<file path="src/rtl/echo_chk_pkg.sv">
package echo_chk_pkg;

    parameter int BYTE_W    = 8;
    parameter int NUM_BYTES = 4;
    localparam int IDX_W    = $clog2(NUM_BYTES);

    typedef logic [BYTE_W-1:0] byte_t;
    typedef logic [IDX_W-1:0]  idx_t;

    typedef enum logic [1:0] {
        PH_IDLE = 2'd0,
        PH_RUN  = 2'd1,
        PH_END  = 2'd2
    } phase_e;

    // One accepted echo beat as seen by the verdict logic
    typedef struct packed {
        logic take;
        logic last;
        logic differ;
    } beat_t;

    function automatic logic is_last(idx_t i);
        return i == idx_t'(NUM_BYTES - 1);
    endfunction

endpackage

</file>
<file path="src/rtl/echo_seq.sv">
module echo_seq
    import echo_chk_pkg::*;
(
    input  logic   clk,
    input  logic   rst,
    input  logic   start,
    input  logic   echo_vld,
    output phase_e phase,
    output idx_t   idx,
    output logic   take,
    output logic   last
);

    assign take = (phase == PH_RUN) && echo_vld && !start;
    assign last = is_last(idx);

    always_ff @(posedge clk) begin
        if (rst) begin
            phase <= PH_IDLE;
            idx   <= '0;
        end else if (start) begin
            phase <= PH_RUN;
            idx   <= '0;
        end else if (take) begin
            idx <= idx + 1'b1;
            if (last) begin
                phase <= PH_END;
            end
        end
    end

endmodule

</file>
<file path="src/rtl/echo_cmp.sv">
module echo_cmp
    import echo_chk_pkg::*;
(
    input  byte_t got,
    input  byte_t want,
    output logic  differ
);

    logic [BYTE_W-1:0] lane_diff;

    for (genvar b = 0; b < BYTE_W; b++) begin : g_lane
        assign lane_diff[b] = got[b] ^ want[b];
    end

    assign differ = |lane_diff;

endmodule

</file>
<file path="src/rtl/echo_verdict.sv">
module echo_verdict
    import echo_chk_pkg::*;
(
    input  logic  clk,
    input  logic  rst,
    input  logic  start,
    input  beat_t beat,
    output logic  done,
    output logic  good
);

    logic err_q;

    always_ff @(posedge clk) begin
        if (rst || start) begin
            err_q <= 1'b0;
            done  <= 1'b0;
            good  <= 1'b0;
        end else begin
            done <= beat.take && beat.last;
            if (beat.take && beat.differ) begin
                err_q <= 1'b1;
            end
            if (beat.take && beat.last) begin
                good <= !(err_q || beat.differ);
            end
        end
    end

endmodule

</file>
<file path="src/rtl/echo_verify.sv">
module echo_verify
    import echo_chk_pkg::*;
(
    input  logic             clk,
    input  logic             rst,
    input  logic             start,
    input  logic             echo_vld,
    input  logic [BYTE_W-1:0] echo_byte,
    input  logic [BYTE_W-1:0] ref_byte,
    output logic [IDX_W-1:0]  rd_addr,
    output logic             done,
    output logic             tx_good
);

    phase_e phase;
    idx_t   idx;
    logic   take;
    logic   last;
    logic   differ;
    beat_t  beat;

    echo_seq u_seq (
        .clk      (clk),
        .rst      (rst),
        .start    (start),
        .echo_vld (echo_vld),
        .phase    (phase),
        .idx      (idx),
        .take     (take),
        .last     (last)
    );

    echo_cmp u_cmp (
        .got    (echo_byte),
        .want   (ref_byte),
        .differ (differ)
    );

    assign beat = '{take: take, last: last, differ: differ};

    echo_verdict u_verdict (
        .clk   (clk),
        .rst   (rst),
        .start (start),
        .beat  (beat),
        .done  (done),
        .good  (tx_good)
    );

    assign rd_addr = idx;

endmodule

</file>
<file path="config.mk">
export PLATFORM = sky130hd
export DESIGN_NAME = echo_verify
export DESIGN_NICKNAME = d
export VERILOG_FILES = /design/src/rtl/echo_chk_pkg.sv /design/src/rtl/echo_seq.sv /design/src/rtl/echo_cmp.sv /design/src/rtl/echo_verdict.sv /design/src/rtl/echo_verify.sv
export SDC_FILE = /design/constraint.sdc
export NUM_CORES = 1
export LEC_CHECK = 0
export ABC_AREA = 1
export BUFFER_PORTS_ARGS = -buffer_cell sky130_fd_sc_hd__buf_2
export CAP_MARGIN = 15
export CELL_PAD_IN_SITES_DETAIL_PLACEMENT = 1
export CELL_PAD_IN_SITES_GLOBAL_PLACEMENT = 2
export CORE_MARGIN = 2
export CORE_UTILIZATION = 20
export CTS_BUF_LIST = sky130_fd_sc_hd__clkbuf_4 sky130_fd_sc_hd__clkbuf_8 sky130_fd_sc_hd__clkbuf_16
export CTS_CLUSTER_SIZE = 24
export DETAILED_ROUTE_END_ITERATION = 6
export GPL_ROUTABILITY_DRIVEN = 0
export GPL_TIMING_DRIVEN = 0
export PLACE_DENSITY = 0.86
export SYNTH_ARGS = -nofsm -noshare
export SYNTH_HDL_FRONTEND = slang
export SYNTH_HIERARCHICAL = 1
export SYNTH_SLANG_ARGS = --single-unit
</file>
<file path="constraint.sdc">
create_clock -name clk -period 1.29 [get_ports clk]
set_clock_uncertainty 0.1 [all_clocks]
set_input_delay 0.0645 -clock clk [delete_from_list [all_inputs] [get_ports clk]]
set_output_delay 0.0645 -clock clk [all_outputs]
set_load 0.01 [all_outputs]
</file>
==> results of run 1 <==
-- cell usage in the layout (no fill, tap or decap), drive strengths merged --
| cell | count |
|---|---|
| buf | 23 |
| nand2 | 23 |
| inv | 16 |
| nor2 | 12 |
| dfxtp | 7 |
| xnor2 | 5 |
| clkbuf | 4 |
| nand3 | 4 |
| a21oi | 3 |
| nor3 | 2 |
| dlygate4sd3 | 1 |
| ha | 1 |
-- state kept, by name (all words and copies together) (netlist names) --
| signal | cells |
|---|---|
| u_verdict/good | 1 |
| u_verdict/err_q | 1 |
| u_seq/idx | 2 |
| u_verdict/done | 1 |
| u_seq/phase | 2 |
-- where the power goes --
part	switching [mW]	leakage [nW]	internal, mW	total, mW
registers	0.00213	0.0568	0.220	0.222
logic	0.0486	0.288	0.0505	0.0991
clock network	0.0860	0.0184	0.139	0.225
total	0.137	0.363	0.410	0.547
-- worst min-delay path by stage --
| stage | startpoint | to | slack [ps] |
|---|---|---|---|
| floorplan | rst | u_verdict/done$_SDFF_PP0_ | 40 |
| global placement | rst | u_verdict/done$_SDFF_PP0_ | 220 |
| detailed placement | rst | u_verdict/done$_SDFF_PP0_ | 230 |
| CTS | start | u_verdict/done$_SDFF_PP0_ | 20 |
| global route | start | u_verdict/done$_SDFF_PP0_ | 20 |
| finish | start | u_verdict/done$_SDFF_PP0_ | 10 |
-- repair_timing --
action / in CTS / in global routing
hold buffers: 1 / 0
endpoints found under the hold margin: 1 / 0
setup endpoints to repair: 0 / 0
-- area by class of cell --
class,instances,share of cell area
clock buffers,4,0.04624
inverters,16,0.09249
repair buffers,24,0.1927
well taps,28,0.05395
flip-flops and latches,7,0.2158
multi-input cells,50,0.3988
-- metal layers --
metal | vias to the layer above | track usage
li1 | 271 | -
met5 | - | 0
met2 | 8 | 0.1730
met4 | 0 | 0.03947
met1 | 226 | 0.1054
met3 | 2 | 0.03448
-- metrics by stage --
stage | utilization | power (mW) | std cells
global route | 0.2964 | 0.5889 | 129
floorplan | - | 0.2785 | 73
global placement | 0.2781 | 0.3223 | 124
finish | 0.2964 | 0.5470 | 129
CTS | 0.2964 | 0.5558 | 129
detailed placement | 0.2781 | 0.3255 | 124
-- worst max-delay path, stage by stage, from the launching register on --
cell and delay (ps):
dfxtp_1 320, nand2_1 80, nor3_1 250, nand2_2 110, nor2_1 110, nor2_1 50
-- cells by family after synthesis --
logic type / count (synthesis) / share of synthesized area
fa+ha+maj: 1 / 0.02724
flops: 7 / 0.3052
compound gates: 3 / 0.04088
buf+inv: 16 / 0.1308
simple gates: 41 / 0.4006
xor+xnor: 5 / 0.09536
==> impl_summary.md, run 1 <==
Run status
The flow ran to the end, and the final reports show no timing, DRC or antenna violations.

Worst setup path
The worst reg-to-reg setup slack is 160 ps. The worst flop-to-flop path endpoint is u_verdict/good$_SDFFE_PP0P_. The worst setup path is launched from a flop.

Data on the critical path is required at its endpoint by 1340 ps. Data arrives at the worst endpoint at 1180 ps. The largest driver fanout on the critical path is 3. The start of the worst register-to-register path is u_seq/phase[0]$_SDFFE_PP0P_.

The path depth of the worst reg2reg path is 5. The end of the critical path is u_verdict/good$_SDFFE_PP0P_. The path type of the worst setup path is reg2reg. The nature of the critical path endpoint is a flop. The start point of the critical path is u_seq/phase[0]$_SDFFE_PP0P_.

Route
The count of unresolved DRC violations after routing is 0. The detailed-route wire length per cell is 8.147 µm. The first routing iteration left 3 violations.

The antenna violation net count after detailed routing is 0. The first-pass iteration count of the detailed router is 3. The routed length on met3 is 37 µm.

The detailed router put a total of 455 µm of wire on met1. Summing over every cut layer, the via total after detailed routing is 507. After detailed routing, the number of vias per cell comes to 3.930. The routed length on met2 is 541 µm. The highest layer touched by signal routing is met4.

Summed over all layers, the routed wires come to 1.051 mm.

Clock tree
After clock tree synthesis, the setup repair step added 0 buffers. Counting the buffers created by CTS gives 3. The number of clock sinks is 7. The clock-pin transition on the worst setup and hold timing paths is 60 ps. The post-CTS resize count is 0. In this run the number of H-tree levels came out at 1. The number of buffers on the longest clock path is 2. TritonCTS built the clock tree. The tree is rooted in a clkbuf_4. The latest clock arrival within the worst-skew pair is 250 ps.

Synth
The synthesized instance count is 73. The share of synthesized flip-flops with an asynchronous set or reset is 0. The number of distinct library cells after synthesis is 14. Counting instances in the post-synthesis netlist gives the leading cell types as nand2_1 (22), inv_1 (15), nor2_1 (10).

The post-synthesis sequential element count is 7. The most numerous cell in the Yosys netlist is nand2_1. Sorting the synthesized cells by area gives the leading types as dfxtp_1 (31%), nand2_1 (18%), inv_1 (12%).

The area of the mapped netlist is 459.2 µm². When the netlist entered floorplanning its net count stood at 94. The synthesized design spends more area on one cell type than any other, namely dfxtp_1. The sequential element share of the synthesized area is 0.3052. The number of flops mapped to enable cells by yosys is 0. During synthesis, Yosys emitted a total of 6 warnings. The mean instance size in the synthesized netlist is 6.290 µm². The fraction of post-synthesis cell area in the top cell type by area is 0.3052. The flip-flop cell with the highest count after synthesis is dfxtp_1.

STA
The worst max-slew margin expressed relative to the limit is 0.8009. The final sum of negative setup slack is 0 ps. Based on the critical path, the design can be clocked at up to 0.8837 GHz. The hold violation count in the final report is 0.

The count of final setup violators is 0. Across all hold checks on the routed design, the worst slack comes to 14.36 ps. The count of pins over their slew limit is 0. The measured slew at the worst slew-check pin is 296.4 ps. Dividing the final minimum period by the clock period gives 0.8772. Setup repair after global routing left no endpoint under its margin. The worst path meets setup with 158.4 ps of slack. After layout, the minimum clock period comes to 1132 ps.

Finish
Summing all multi-input logic gate instances after layout gives 259.0 µm². Counting the fill cells in the layout gives 293. Summing all non-filler instances in the final layout gives an area of 649.4 µm². The layout cell share with drive strength beyond 1 is 0.3267. The layout overhead on the synthesized area is 41.42%. In the final layout, flip-flops and latches occupy 140.1 µm². The number of antenna diodes in the final layout is 0. After the last flow step, the layout net total stands at 123.

Pwr
Across the VDD grid, the largest voltage drop is 0.0004165 V. The power density relative to cell area is 842.3 nW/µm². The leakage power of the design is 0.3629 nW.

Floorplanning
The core outline area is 2191 µm². 24 I/O pins were placed. The row count is 17. The starting utilization of the core area is 0.2096. The x dimension of the die is 51.92 µm. The die covers 2695 µm².

From bottom edge to top edge, the die measures 51.92 µm.

Placed design
The quantity of I/O buffers inserted on ports is 23. After detailed placement, the total cell area comes to 609.3 µm². Detailed placement ended at an HPWL of 936.8 µm. OpenSTA, run right after detailed placement, puts the worst setup slack at 170.3 ps.

Worst hold path
In this run the worst hold path is classified as in2reg. Counting instances, the worst hold path has a depth of 2.

GRT
The wire length of the first global-routing pass is 2.001 mm. Global routing finished with a remaining overflow of 0. The via count of the first global-routing pass is 520. The number of antenna violations at the first check in global routing is 0. In the global route stage, overall resource usage came out at 0.09813. Entering global routing, the biggest net connects 7 pins.

Flow run
The reported max-cap violation count is 0.
Note: power is estimated with default switching activity, not from simulation.
==> inputs of run 2 (changes only) <==
CORE_ASPECT_RATIO = 0.8   (was not set)
==> impl_summary.md, run 2 (same netlist as run 1, synthesis figures left out) <==
Route
The first-pass iteration count of the detailed router is 2 (-1). The DRC violation total after the first TritonRoute iteration came to 3 (unchanged). The count of unresolved DRC violations after routing is 0 (unchanged).

The antenna violation net count after detailed routing is 0 (unchanged). The routed via count divided by cell count is 3.992 (+1.6%). The total via count after detailed routing came to 503 (-0.79%). The detailed-route wire length per cell was 8.103 µm (-0.54%). The total wire length after detailed routing is 1.021 mm (-2.9%).

Worst setup path
The startpoint identified for the worst register-to-register timing path is u_seq/phase[0]$_SDFFE_PP0P_. The nature of the critical path endpoint is a flop. The worst register-to-register path ends at u_verdict/good$_SDFFE_PP0P_. The worst reg-to-reg setup slack was 180 ps (+20 ps).

The startpoint class of the critical path is a flop. The required time of the critical path is 1340 ps (about the same). The arrival time of data at the critical path endpoint came to 1160 ps (-20 ps). The largest driver fanout on the critical path is 3 (unchanged). The critical path is of the reg2reg type.

The path depth of the worst reg2reg path came to 5 (unchanged).

Flow run
The reported max-cap violation count was 0 (unchanged).

Finish
The most common cell after layout, fill and taps aside is buf_2. The layout cell share with drive strength beyond 1 is 0.3267 (unchanged). The top cell types in the final layout, fill and taps aside, are buf_2 (23), nand2_1 (22), inv_1 (15). The total inserted antenna cells is 0 (unchanged). The largest registers in the layout are u_seq/idx: 2 flops, u_seq/phase: 2 flops. From synthesis to final layout, the design area changed by 40.60%. The number of nets in the layout is 123 (unchanged). The number of non-filler instances in the completed layout was 126 (-2.3%). The final-layout fill cell count came to 278 (-5.1%). The final core utilization was 0.2991 (+0.002728).

Worst hold path
The worst hold endpoint is u_verdict/done$_SDFF_PP0_. The class of the most critical hold timing path is in2reg. The worst hold path begins at start. The number of cells traversed by the worst hold path is 2 (unchanged).

Clock tree
The root cell of the clock tree is clkbuf_4. The number of buffers on the longest clock path was 2 (unchanged). The clock-pin transition on the worst setup and hold timing paths is 50 ps (about the same). The latest clock arrival within the worst-skew pair came to 250 ps (about the same). The total number of H-tree levels is 1 (unchanged). TritonCTS built the clock tree. The number of clock sinks is 7 (unchanged). The number of clock buffers inserted by TritonCTS is 3 (unchanged). The post-CTS setup repair buffer count came to 0 (unchanged).

GRT
The number of antenna violations at the first check in global routing is 0 (unchanged). The via count of the first global-routing pass is 467 (-10%). The total track usage is 0.08561 (-0.01252). The wire length of the first global-routing pass came to 1.780 mm (-11%).

The pin count of the biggest net entering global routing came to 7 (unchanged). The overall overflow remaining after global route is 0 (unchanged).

STA
The count of pins over their slew limit is 0 (unchanged). The final clock period utilization by the worst path is 0.8640 (-0.01316). The count of final setup violators came to 0 (unchanged). The hold violation count in the final report was 0 (unchanged).

The worst hold slack across all endpoints came to 11.32 ps (-3.038 ps). The measured slew at the worst slew-check pin is 281.9 ps (-14.56 ps). The final worst slack came to 175.4 ps (+16.98 ps).

The final sum of negative setup slack is 0 ps (unchanged). Setup repair after global routing left no endpoint under its margin. The fmax came to 0.8972 GHz (+1.5%). The worst max-slew margin expressed relative to the limit is 0.8106 (+0.009781). The minimum clock period is 1115 ps (-16.98 ps).

Floorplanning
The starting utilization of the core area was 0.2128 (+0.003159). The x dimension of the die is 57.57 µm (+11%). The y dimension of the die was 46.86 µm (-9.7%).

The core outline area is 2158 µm² (-1.5%). The I/O pin total is 24 (unchanged). The die outline area is 2697 µm² (about the same). The row count is 15 (-2).

Placed design
The cell total after placement is 121 (-2.4%). The HPWL reported at the end of detailed placement is 914 µm (-2.4%). The quantity of I/O buffers inserted on ports is 23 (unchanged).

The worst setup slack after placement was 172.3 ps (+1.987 ps).

Pwr
The leakage power of the design is 0.3629 nW (unchanged). The worst-case vdd ir drop came to 0.0004180 V (+0.35%). The power density relative to cell area is 839.2 nW/µm² (-0.37%).

Run status
The flow ran to the end, and the final reports show no timing, DRC or antenna violations.
run 2: critical path: stages (launching register included):
cell and delay, ps:
dfxtp_1 330, nand2_1 80, nor3_1 240, nand2_2 110, nor2_1 110, nor2_1 50
run 2: area by class of cell:
cell class | count | area [µm²] | area share
inverters | 16 | 60.06 | 0.09302
clock buffers | 4 | 30.03 | 0.04651
multi-input cells | 50 | 259.0 | 0.4012
well taps | 25 | 31.28 | 0.04845
flip-flops and latches | 7 | 140.1 | 0.2171
repair buffers | 24 | 125.1 | 0.1938
run 2: how the worst max path moves through the flow:
stage,depth (start not counted),startpoint,to,slack [ps]
after floorplan,5,u_seq/idx[0]$_SDFFE_PP0P_,u_seq/idx[1]$_SDFFE_PP0P_,240
after detailed placement,5,u_seq/phase[0]$_SDFFE_PP0P_,u_verdict/good$_SDFFE_PP0P_,170
after global placement,5,u_seq/phase[0]$_SDFFE_PP0P_,u_verdict/good$_SDFFE_PP0P_,170
after global routing,6,u_seq/phase[0]$_SDFFE_PP0P_,u_verdict/good$_SDFFE_PP0P_,20
final,5,u_seq/phase[0]$_SDFFE_PP0P_,u_verdict/good$_SDFFE_PP0P_,180
after CTS,5,u_seq/phase[0]$_SDFFE_PP0P_,u_verdict/good$_SDFFE_PP0P_,150
run 2: repair_timing:
item	4_1_cts	5_1_grt
hold buffers	1	0
endpoints found under the hold margin	1	0
resized for setup	0	0
run 2: metal layers:
metal,GRT usage,vias up,part of all wire
met5,0,-,0
met4,0.02791,0,0
met3,0.03306,0,0.027
met2,0.1591,6,0.54
met1,0.09211,227,0.43
li1,-,270,-
run 2: through the flow:
| step | power (mW) | cell area, µm² |
|---|---|---|
| after floorplan | 0.2785 | 459.2 |
| after global placement | 0.3219 | 605.6 |
| after detailed placement | 0.3263 | 605.6 |
| after CTS | 0.5536 | 645.6 |
| after global routing | 0.5733 | 645.6 |
| final | 0.5418 | 645.6 |
run 2: report_power, final:
group          total, mW  leakage [nW]  internal [mW]  switching [mW]
combinational     0.0996         0.288         0.0505          0.0492
sequential         0.223        0.0568          0.221         0.00232
clock              0.219        0.0184          0.139          0.0803
total              0.542         0.363          0.410           0.132
==> inputs of run 3 (changes only) <==
CORE_UTILIZATION = 18   (was 20)
PLACE_DENSITY = 0.82   (was 0.86)
clock period = 1 ns   (was 1.29 ns; I/O delays follow)
==> impl_summary.md, run 3 (same netlist as run 1, synthesis figures left out) <==
Run status
The flow ran to the end, but the final reports show violations. The final reports fail on setup timing.

Route
The first-pass iteration count of the detailed router came to 4 (+2). The total via count after detailed routing is 543 (+8.0%). The routed via count divided by cell count is 3.851 (-3.5%). The total wire length after detailed routing is 1.323 mm (+30%).

The detailed-route wire length per cell is 9.383 µm (+16%). The antenna violation net count after detailed routing was 0 (unchanged). The DRC violation total after the first TritonRoute iteration came to 12 (+9). The count of unresolved DRC violations after routing came to 0 (unchanged).

Finish
The number of non-filler instances in the completed layout came to 141 (+12%). The layout overhead on the synthesized area is 67.30%. The layout cell share with drive strength beyond 1 is 0.4571 (+0.1304). The number of nets in the layout is 127 (+3.3%). The most common cell after layout, fill and taps aside is buf_2. The total inserted antenna cells is 0 (unchanged).

The library cells used most frequently in the layout, excluding fill and tap cells, are buf_2 (22), nand2_1 (20), inv_1 (14). The largest registers in the layout are u_seq/idx: 2 flops, u_seq/phase: 2 flops.

Clock tree
The number of clock sinks is 7 (unchanged). The number of buffers inserted by hold repair at cts was 2 (+1). The number of buffers on the longest clock path is 2 (unchanged). The total number of H-tree levels is 1 (unchanged). TritonCTS built the clock tree. The clock-pin transition on the worst setup and hold timing paths is 60 ps (about the same). The root cell of the clock tree is clkbuf_4.

The number of clock buffers inserted by TritonCTS is 3 (unchanged). The latest clock arrival within the worst-skew pair was 260 ps (about the same).

STA
The worst max-slew margin expressed relative to the limit is 0.8247 (+0.01402). The measured slew at the worst slew-check pin was 262.0 ps (-19.83 ps). The count of final setup violators is 2 (+2). Setup repair after global routing could not meet its margin everywhere. The minimum clock period is 1041 ps (-73.35 ps).

The worst hold slack across all endpoints is 3.600 ps (-7.721 ps). The fmax was 0.9604 GHz (+7.0%). The count of pins over their slew limit is 0 (unchanged). The hold violation count in the final report is 0 (unchanged).

The final worst slack was -41.27 ps (-216.6 ps). The final clock period utilization by the worst path is 1.041 (+0.1772).

Worst setup path
The largest driver fanout on the critical path is 3 (unchanged). The worst setup path is launched from a flop. The arrival time of data at the critical path endpoint is 1130 ps (-30 ps). The path type of the worst setup path is reg2reg. The required time of the critical path was 1090 ps (-250 ps). The nature of the critical path endpoint is a flop.

GRT
The pin count of the biggest net entering global routing is 7 (unchanged). The number of antenna violations at the first check in global routing is 0 (unchanged). The met3 routing resource usage after global routing is 0.01592 (-0.01714). The via count of the first global-routing pass is 541 (+16%). The overall overflow remaining after global route is 0 (unchanged). The global-route track usage on met1 was 0.09149 (-0.0006125).

The total track usage is 0.09590 (+0.01029). The most heavily used metal layer in global routing is met2. The wire length of the first global-routing pass is 2.090 mm (+17%).

The met2 routing resource usage after global routing is 0.1793 (+0.02026).

Pwr
The net load switching power was 202.7 µW (+54%). The clock network power share is 0.403 (-0.002). The worst-case vdd ir drop was 0.0001705 V (-59%). The sequential group share of total power was 0.387 (-0.024).

The leakage power of the design is 0.3906 nW (+7.6%). The share of total power consumed by net switching came to 0.2724 (+0.02907). The power density relative to cell area came to 968.8 nW/µm² (+15%).

The internal power summed over all cells came to 541.6 µW (+32%). The fraction of power consumed by combinational cells is 0.210 (+0.026).

Worst hold path
The class of the most critical hold timing path is in2reg.

Placed design
The quantity of I/O buffers inserted on ports is 23 (unchanged). The HPWL reported at the end of detailed placement came to 943.6 µm (+3.2%). The cell total after placement was 132 (+9.1%).

The worst setup slack after placement is -64.01 ps (-236.3 ps).

Floorplanning
The die outline area came to 2974 µm² (+10%). The starting utilization of the core area came to 0.1880 (-0.02474). The core outline area is 2442 µm² (+13%). The row count was 16 (+1). The y dimension of the die came to 49.18 µm (+5.0%). The I/O pin total is 24 (unchanged).

The x dimension of the die is 60.47 µm (+5.0%).

Flow run
The reported max-cap violation count is 0 (unchanged).
run 3: layout make-up:
type / instances / area [µm²]
tap: 36 / 45.04
inverter: 16 / 65.06
sequential: 7 / 147.6
fill: 323 / 1674
clock buffer: 4 / 30.03
timing repair buffer: 28 / 167.7
multi-input combinational: 50 / 312.8
run 3: layer usage:
metal  wire length, µm  vias to the layer above
li1                  -                      278
met3                17                        2
met1               532                      257
met2               751                        6
met5                 0                        -
met4                21                        0
run 3: worst paths after layout:
check	start	to	slack, ps	cells past startpoint
max reg2reg	u_seq/phase[0]$_SDFFE_PP0P_	u_verdict/good$_SDFFE_PP0P_	-40	6
min	rst	u_seq/idx[0]$_SDFFE_PP0P_	4	4
max	u_seq/phase[0]$_SDFFE_PP0P_	u_verdict/good$_SDFFE_PP0P_	-40	6
min reg2reg	u_seq/phase[1]$_SDFFE_PP0P_	u_seq/phase[1]$_SDFFE_PP0P_	410	2
run 3: timing repair:
action / 4_1_cts / 5_1_grt
resized for setup: 9 / 9
endpoints found under the hold margin: 1 / 1
buffers inserted: 2 / 1
pin swaps: 5 / 5
endpoints found under the setup margin: 4 / 8
run 3: stage by stage:
stage	total power [mW]	area [µm²]	util	setup TNS (ps)
3_5_place_dp	0.4232	625.6	0.2561	-121.8
3_3_place_gp	0.4168	625.6	0.2561	-55.80
2_1_floorplan	0.3600	465.4	-	-24.92
6_report	0.7443	768.2	0.3145	-50.49
5_1_grt	0.7818	768.2	0.3145	-376.8
4_1_cts	0.7443	732.0	0.2997	-52.95
run 3: worst max-delay path, stage by stage (launching register included):
cell and delay [ps]:
dfxtp_2 360, nand2_4 60, nor3_4 150, nand2_2 100
nand2_1 70, nand2_1 60, nor2_1 80
run 3: power groups by stage:
stage                     combinational (mW)  sequential [mW]  clock, mW
after CTS                              0.149            0.290      0.305
after detailed placement               0.129            0.294          0
after floorplan                       0.0665            0.294          0
final                                  0.156            0.288      0.300
after global placement                 0.123            0.294          0
after global routing                   0.174            0.289      0.319
